### config.mk
export PLATFORM = sky130hd
export DESIGN_NAME = shmbox_aperture
export DESIGN_NICKNAME = d
export VERILOG_FILES = /design/src/rtl/shmbox_pkg.sv /design/src/rtl/shmbox_store.sv /design/src/rtl/shmbox_owner.sv /design/src/rtl/shmbox_rdport.sv /design/src/rtl/shmbox_aperture.sv
export SDC_FILE = /design/constraint.sdc
export NUM_CORES = 1
export LEC_CHECK = 0
export ABC_CLOCK_PERIOD_IN_PS = 2120
export BUFFER_PORTS_ARGS = -buffer_cell sky130_fd_sc_hd__buf_2
export CORE_AREA = 2 2 252 130
export DETAILED_ROUTE_END_ITERATION = 8
export DIE_AREA = 0 0 254 132
export HOLD_SLACK_MARGIN = 0.06
export PLACE_DENSITY = 0.78
export SETUP_SLACK_MARGIN = 0.05
export SYNTH_ARGS = -nofsm -noshare
export SYNTH_HDL_FRONTEND = slang
export SYNTH_SLANG_ARGS = --single-unit
### constraint.sdc
create_clock -name clk_i -period 2.12 [get_ports clk_i]
set_clock_uncertainty 0.1 [all_clocks]
set_input_delay 0.212 -clock clk_i [delete_from_list [all_inputs] [get_ports clk_i]]
set_output_delay 0.212 -clock clk_i [all_outputs]
set_load 0.01 [all_outputs]
### src/rtl/shmbox_pkg.sv
package shmbox_pkg;
  localparam int unsigned DEF_WORD_W  = 32;
  localparam int unsigned DEF_N_WORDS = 8;
endpackage

### src/rtl/shmbox_store.sv
module shmbox_store #(
  parameter int unsigned WORD_W  = shmbox_pkg::DEF_WORD_W,
  parameter int unsigned N_WORDS = shmbox_pkg::DEF_N_WORDS,
  localparam int unsigned ADDR_W = $clog2(N_WORDS)
) (
  input  logic                               clk_i,
  input  logic                               rst_ni,
  input  logic                               owner_i,
  input  logic                               req_we_i,
  input  logic [ADDR_W-1:0]                  req_addr_i,
  input  logic [WORD_W-1:0]                  req_wdata_i,
  input  logic                               rsp_we_i,
  input  logic [ADDR_W-1:0]                  rsp_addr_i,
  input  logic [WORD_W-1:0]                  rsp_wdata_i,
  output logic [N_WORDS-2:0][WORD_W-1:0]     words_o
);
  for (genvar g = 0; g < N_WORDS - 1; g++) begin : g_word
    logic rsp_hit, req_hit;
    assign rsp_hit = rsp_we_i && (rsp_addr_i == ADDR_W'(g));
    assign req_hit = req_we_i && (req_addr_i == ADDR_W'(g)) && !owner_i;

    always_ff @(posedge clk_i or negedge rst_ni) begin
      if (!rst_ni)      words_o[g] <= '0;
      else if (rsp_hit) words_o[g] <= rsp_wdata_i;
      else if (req_hit) words_o[g] <= req_wdata_i;
    end
  end
endmodule

### src/rtl/shmbox_owner.sv
module shmbox_owner #(
  parameter int unsigned WORD_W = shmbox_pkg::DEF_WORD_W
) (
  input  logic              clk_i,
  input  logic              rst_ni,
  input  logic              req_we_last_i,
  input  logic [WORD_W-1:0] req_wdata_i,
  input  logic              rsp_we_last_i,
  input  logic [WORD_W-1:0] rsp_wdata_i,
  output logic [WORD_W-1:0] hdr_word_o,
  output logic              owner_o,
  output logic              err_o
);
  localparam int unsigned OWN_BIT = WORD_W - 1;

  logic [OWN_BIT-1:0] hdr_q;
  logic               owner_q;
  logic               err_q;

  always_ff @(posedge clk_i or negedge rst_ni) begin
    if (!rst_ni) begin
      hdr_q   <= '0;
      owner_q <= 1'b0;
      err_q   <= 1'b0;
    end else begin
      if (rsp_we_last_i) begin
        hdr_q   <= rsp_wdata_i[OWN_BIT-1:0];
        owner_q <= rsp_wdata_i[OWN_BIT];
      end else if (req_we_last_i && !owner_q) begin
        // header write hands the mailbox over
        hdr_q   <= req_wdata_i[OWN_BIT-1:0];
        owner_q <= 1'b1;
      end
      if (req_we_last_i && owner_q) err_q <= 1'b1;
    end
  end

  assign hdr_word_o = {owner_q, hdr_q};
  assign owner_o    = owner_q;
  assign err_o      = err_q;
endmodule

### src/rtl/shmbox_rdport.sv
module shmbox_rdport #(
  parameter int unsigned WORD_W  = shmbox_pkg::DEF_WORD_W,
  parameter int unsigned N_WORDS = shmbox_pkg::DEF_N_WORDS,
  localparam int unsigned ADDR_W = $clog2(N_WORDS)
) (
  input  logic                           clk_i,
  input  logic                           rst_ni,
  input  logic                           rd_i,
  input  logic [ADDR_W-1:0]              addr_i,
  input  logic                           ones_i,
  input  logic [N_WORDS-1:0][WORD_W-1:0] window_i,
  output logic [WORD_W-1:0]              rdata_o,
  output logic                           rvalid_o
);
  always_ff @(posedge clk_i or negedge rst_ni) begin
    if (!rst_ni) begin
      rdata_o  <= '0;
      rvalid_o <= 1'b0;
    end else begin
      rvalid_o <= rd_i;
      if (rd_i) rdata_o <= ones_i ? '1 : window_i[addr_i];
    end
  end
endmodule

### src/rtl/shmbox_aperture.sv
module shmbox_aperture #(
  parameter int unsigned WORD_W  = shmbox_pkg::DEF_WORD_W,
  parameter int unsigned N_WORDS = shmbox_pkg::DEF_N_WORDS,
  localparam int unsigned ADDR_W = $clog2(N_WORDS)
) (
  input  logic              clk_i,
  input  logic              rst_ni,
  input  logic              func_rst_i,
  input  logic              req_wr_i,
  input  logic              req_rd_i,
  input  logic [ADDR_W-1:0] req_addr_i,
  input  logic [WORD_W-1:0] req_wdata_i,
  output logic [WORD_W-1:0] req_rdata_o,
  output logic              req_rvalid_o,
  input  logic              rsp_wr_i,
  input  logic              rsp_rd_i,
  input  logic [ADDR_W-1:0] rsp_addr_i,
  input  logic [WORD_W-1:0] rsp_wdata_i,
  output logic [WORD_W-1:0] rsp_rdata_o,
  output logic              rsp_rvalid_o,
  output logic              owner_rsp_o,
  output logic              req_err_o
);
  localparam logic [ADDR_W-1:0] LAST = ADDR_W'(N_WORDS - 1);

  logic [N_WORDS-2:0][WORD_W-1:0] payload;
  logic [WORD_W-1:0]              hdr_word;
  logic [N_WORDS-1:0][WORD_W-1:0] window;
  logic                           owner;
  logic                           req_we_last, rsp_we_last;

  assign req_we_last = req_wr_i && (req_addr_i == LAST);
  assign rsp_we_last = rsp_wr_i && (rsp_addr_i == LAST);
  assign window      = {hdr_word, payload};

  shmbox_store #(.WORD_W(WORD_W), .N_WORDS(N_WORDS)) u_store (
    .clk_i(clk_i), .rst_ni(rst_ni), .owner_i(owner),
    .req_we_i(req_wr_i), .req_addr_i(req_addr_i), .req_wdata_i(req_wdata_i),
    .rsp_we_i(rsp_wr_i), .rsp_addr_i(rsp_addr_i), .rsp_wdata_i(rsp_wdata_i),
    .words_o(payload)
  );

  shmbox_owner #(.WORD_W(WORD_W)) u_owner (
    .clk_i(clk_i), .rst_ni(rst_ni),
    .req_we_last_i(req_we_last), .req_wdata_i(req_wdata_i),
    .rsp_we_last_i(rsp_we_last), .rsp_wdata_i(rsp_wdata_i),
    .hdr_word_o(hdr_word), .owner_o(owner), .err_o(req_err_o)
  );

  shmbox_rdport #(.WORD_W(WORD_W), .N_WORDS(N_WORDS)) u_rd_req (
    .clk_i(clk_i), .rst_ni(rst_ni), .rd_i(req_rd_i), .addr_i(req_addr_i),
    .ones_i(func_rst_i), .window_i(window),
    .rdata_o(req_rdata_o), .rvalid_o(req_rvalid_o)
  );

  shmbox_rdport #(.WORD_W(WORD_W), .N_WORDS(N_WORDS)) u_rd_rsp (
    .clk_i(clk_i), .rst_ni(rst_ni), .rd_i(rsp_rd_i), .addr_i(rsp_addr_i),
    .ones_i(1'b0), .window_i(window),
    .rdata_o(rsp_rdata_o), .rvalid_o(rsp_rvalid_o)
  );

  assign owner_rsp_o = owner;
endmodule

; Word level (Yosys, flattened, before mapping)
; Index checks and enable logic that the tools add are counted.
[op_classes]
n_reduce_logical = 36
n_mux = 23
eq_ne = 14
n_lt_le_gt_ge = 2
[ops]
columns = operator, count
row1 = $mux 32, 17
row2 = $bmux 32 s3, 2
row3 = $mux 31, 2
row4 = $logic_and 1x1->1, 25
row5 = $eq 3x3->1 const B, 8
row6 = $reduce_bool 2->1, 8
row7 = $eq 3x2->1 const B, 4
row8 = $lt 3x4->1 const B, 2
row9 = $eq 3x1->1 const B, 2
row10 = $logic_not 3->1, 2
row11 = $mux 1, 2
row12 = $logic_not 1->1, 1
[word_totals]
register_bits = 323
out_inout_bits = 68

; Longest topological paths before layout
[depth]
ltp_word = 5
depth_mapped = 7

; Cells and area by module
; From an unflattened synthesis, not the netlist that was laid out.
[hier_totals]
hier_cells = 2058
hier_area_um2 = 19511.2
[by_module_without_submodules]
columns = mod, instances, cells_per_inst, seq_area_each_um2, area_each_um2
row1 = shmbox_store, 1, 1343, 5605.4, 11312.1
row2 = shmbox_rdport, 2, 265, 825.8, 3154.3
row3 = shmbox_owner, 1, 182, 825.8, 1869.3
row4 = shmbox_aperture, 1, 3, 0.0, 21.3

; Worst setup path after synthesis
; OpenSTA, ideal clock, no wires.
[synth_timing]
path_type = register -> register
startpoint = register u_owner.owner_q (netlist: u_owner.owner_o)
endpoint = register u_store.words_o[162] (netlist bit)
setup_time_ns = 0.137
required_ns = 1.883
setup_slack_ns = 0.454
stages_incl_launch_ff = 7
synth_period_minus_slack_ns = 1.666
t_arrival_ns = 1.429
path_buffers = 2
path_cell_list = dfrtp_1 -> nand3b_4 -> nor3b_2 -> buf_4 -> buf_8 -> mux2i_1 -> a21oi_1
[synth_via]
elab_chain_len = 3
[synth_lines]
columns = item, line
row1 = from (decl), shmbox_owner.sv:17  ; logic owner_q;
row2 = from (signal assigned), shmbox_owner.sv:28  ; owner_q <= rsp_wdata_i[OWN_BIT];
row3 = $logic_not 1->1, shmbox_store.sv:20  ; assign req_hit = req_we_i && (req_addr_i == ADDR_W'(g)) && !owner_i;
row4 = $logic_and 1x1->1, shmbox_store.sv:20
row5 = $reduce_bool 2->1 (no source line), n/a
row6 = "to (signal, indexed assignment)", shmbox_store.sv:24  ; else if (rsp_hit) words_o[g] <= rsp_wdata_i;
row7 = "to (signal, indexed assignment)", shmbox_store.sv:25  ; else if (req_hit) words_o[g] <= req_wdata_i;
row8 = to (decl), shmbox_store.sv:15  ; output logic [N_WORDS-2:0][WORD_W-1:0] words_o
; No other way between the ends.
; A chain may end at the register's enable or synchronous reset.

; Worst setup path after layout
[layout_timing]
startpoint = register u_owner.owner_q (netlist: u_owner.owner_o)
endpoint = register u_store.words_o[98] (netlist bit)
; Same word-level chain as after synthesis.

==> metrics <==
outcome=complete, no violations; total CTS buffers=29; CTS root buf=clkbuf_16; DR vias=15.5k; Period Utilization, post-route=89.8%; num rows=46; maximum number of pins on one net before global-route repair=66; detailed-route DRC error count=0; antenna violation net count after detailed routing=0; post-cts resize count=0; worst setup slack after layout=roughly 0.22 ns; remaining max-slew budget at the tightest pin=59.0%; category of the worst setup path capture point=register; number of DRC markers in iteration 0=1645; initial cell density of the core=about three fifths; most instantiated flip-flop cell in the synthesis netlist=dfrtp_1; Critical Path Max Stage Delay=~0.48 ns; Comb power frac=25.4%; port bufs=144; fraction of final layout cells sized beyond drive strength 1=15.7%; sum of routed wire length over all layers=57700 um; setup violators final=0; minimum clock period after layout=1.90 ns; ports placed on the boundary=145; die height=~130 um; share of the synthesized area in the top cell type=42.8%; M1 GR Usage=50.4%; leftover overflow at the end of global routing=0; Horiz. Die Dim=roughly 250 um; total internal power=0.0130 W; core area=31200 um2; die footprint=33500 um2; max-cap violation count=0; Max stage delay cell, worst path=dfrtp_1; Post-Syn Area=18900 um2; switching power summed over all nets=0.00633 W; most frequent standard cell in the layout excluding fill and tap cells=mux2i_1; maximum clock frequency=525 MHz; share of total power consumed by net switching=32.8%; routing usage on met2=51.1%; unrepaired setup endpoints after global routing=false; top cell type by total area after synthesis=dfrtp_1; number of clock sinks=323; wire length of the first global-routing pass=~90000 um; Pwr per Cell Area=~890 nW/um2; WS Path Type=reg -> reg; worst supply voltage drop on vdd=739 uV; weighted congestion reported at the end of routability-driven placement=0.864; Post-Synthesis Cells=1852; GR met3 Demand/Resource=7.56%; total setup buffers inserted after CTS=0; post-synthesis net count=1929; number of enable-type register cells in the synthesized netlist=0; final number of hold-violating endpoints=0; sequential cell area fraction in the yosys report=around 43%; clock tree from TritonCTS=built; clock-pin slew on the worst setup and hold paths=0.07 ns; maximum level of the CTS H-tree=1; detail-routed via count per cell=6.45; Async S/R FF share, synth=100%; Yosys warning count=0; register-to-register setup slack=0.22 ns; pre-CTS setup slack=0.231 ns; sequential cell fraction of total power=46.3%; antenna violations before repair=3; transition time at the pin with the least slew margin=between 0.6 and 0.7 ns; fraction of the core area covered by cells at the end of the flow=between 60% and 70%; critical path arrival=2.24 ns; worst path required time=2.46 ns; top library cells by usage in the layout, fill and taps aside=mux2i_1 (511), dfrtp_1 (323), buf_2 (141); Net count, final=2018; library cells used by synthesis=36; number of buffer and inverter stages on the critical path=1; synthesized flop and latch total=323; most congested layer reported by global routing=met2; top post-synthesis cells by area=dfrtp_1 (43%), mux2i_1 (27%), a21oi_1 (3.4%); Top Family by Delay on Critical Path=simple AND/OR/NAND/NOR gates; source-to-sink clock delay at the later pin of the worst-skew pair=roughly 0.59 ns; relative contribution of the clock network to total power=28.3%; WL per Instance=24.1 um; number of search-and-repair iterations in the first detailed-routing pass=6; total track usage=34.4%; largest fanout on the critical path=18; CTS max path bufs=3; classification of the worst-slack hold path=in -> async; sum of negative setup slack=0 ns; Avg Cell Area, Syn=10.2 um2; Critical Path Start Type=register; vias in the first global route=15.3k; ordered cell list for the critical path=nand3b_4 > nor3b_4 > buf_12 > mux2i_1 > a21oi_1; Area Overhead vs Synth=14.2%; detailed placement HPWL=34400 um; max-slew violations=0; LEAKAGE=approximately 10 nW
[layout make-up]
cell class	instances	area, um2
clock buffers	42	855
well taps	432	541
clock inverters	7	88.8
fillers	2339	9600
inverters	32	120
diodes	4	10.0
flip-flops and latches	323	8080
repair buffers	276	2330
multi-input cells	1279	9570
[sequential cells by signal, indices dropped and copies added, names as in the netlist]
| signal | cells |
|---|---|
| u_store.words_o | 224 |
| u_rd_req.rdata_o | 32 |
| u_rd_rsp.rdata_o | 32 |
| u_owner.hdr_q | 31 |
| u_owner.err_o | 1 |
| u_owner.owner_o | 1 |
| u_rd_req.rvalid_o | 1 |
| u_rd_rsp.rvalid_o | 1 |
[power by group through the flow]
stage	logic (W)	registers (W)	clock network, W
2_1_floorplan	0.00338	0.00868	0
6_report	0.00491	0.00894	0.00547
4_1_cts	0.00488	0.00887	0.00547
3_3_place_gp	0.00452	0.00886	0
5_1_grt	0.00540	0.00908	0.00572
3_5_place_dp	0.00476	0.00895	0
[per-layer routing]
layer  share of wire (%)  vias up
met5                   0        -
met4                 2.4        0
met2                  44      881
met3                 9.7      132
met1                  44     7645
li1                    -     6801
[logic make-up after synthesis]
family / after synthesis / synth area share [%]
mux: 511 / 27.1
buf+inv: 250 / 7.07
compound gates: 449 / 15.7
flops: 323 / 42.8
simple gates: 319 / 7.40
[final timing paths]
path | to | from | depth (start not counted)
max in group asynchronous | u_store.words_o[145]$_DFFE_PN0P_ | rst_ni | 3
min in group clk_i | u_rd_req.rdata_o[6]$_DFFE_PN0P_ | req_addr_i[0] | 4
worst min-delay path | u_rd_req.rdata_o[1]$_DFFE_PN0P_ | rst_ni | 2
worst max register to register | u_store.words_o[98]$_DFFE_PN0P_ | u_owner.owner_o$_DFFE_PN0P_ | 5
worst max-delay path | u_store.words_o[98]$_DFFE_PN0P_ | u_owner.owner_o$_DFFE_PN0P_ | 5
worst min register to register | u_rd_req.rdata_o[4]$_DFFE_PN0P_ | u_rd_req.rdata_o[4]$_DFFE_PN0P_ | 1
[worst register-to-register path: stages (launching register included)]
cell and delay (ns):
dfrtp_1 0.48, nand3b_4 0.27, nor3b_4 0.33, buf_12 0.26
mux2i_1 0.24, a21oi_1 0.09
[cells in the mapped netlist (2+ instances only)]
cell type,instances
nor3b_2,2
o22a_1,32
buf_6,12
mux2i_1,511
nor3b_4,3
buf_8,7
nand2_1,130
and2_1,2
nor3_2,2
a221oi_2,32
nor2_1,131
buf_4,31
nor2b_1,4
o21ai_0,99
nand2_2,4
buf_2,44
buf_1,6
a22o_1,32
dfrtp_1,323
inv_1,32
nand4b_1,3
o21ai_1,61
a21oi_1,128
nand3_1,32
clkbuf_1,86
a22oi_1,64
clkbuf_2,30
[what timing repair did]
item	CTS	global route
setup endpoints to repair	0	0
hold endpoints to repair	582	0
hold buffers	68	0
[per-stage QoR]
| stage | std cells | power, W | cell area (um2) | hold slack, ns |
|---|---|---|---|---|
| finish | 2395 | 0.0193 | 21600 | 0.100 |
| global route | 2393 | 0.0202 | 21600 | 0.151 |
| CTS | 2391 | 0.0192 | 21600 | 0.119 |
| detailed placement | 2274 | 0.0137 | 20000 | 0.124 |
| global placement | 2274 | 0.0134 | 20000 | 0.109 |
| floorplan | 1852 | 0.0121 | 18900 | -0.184 |
Power figures use the tool's default switching activity.
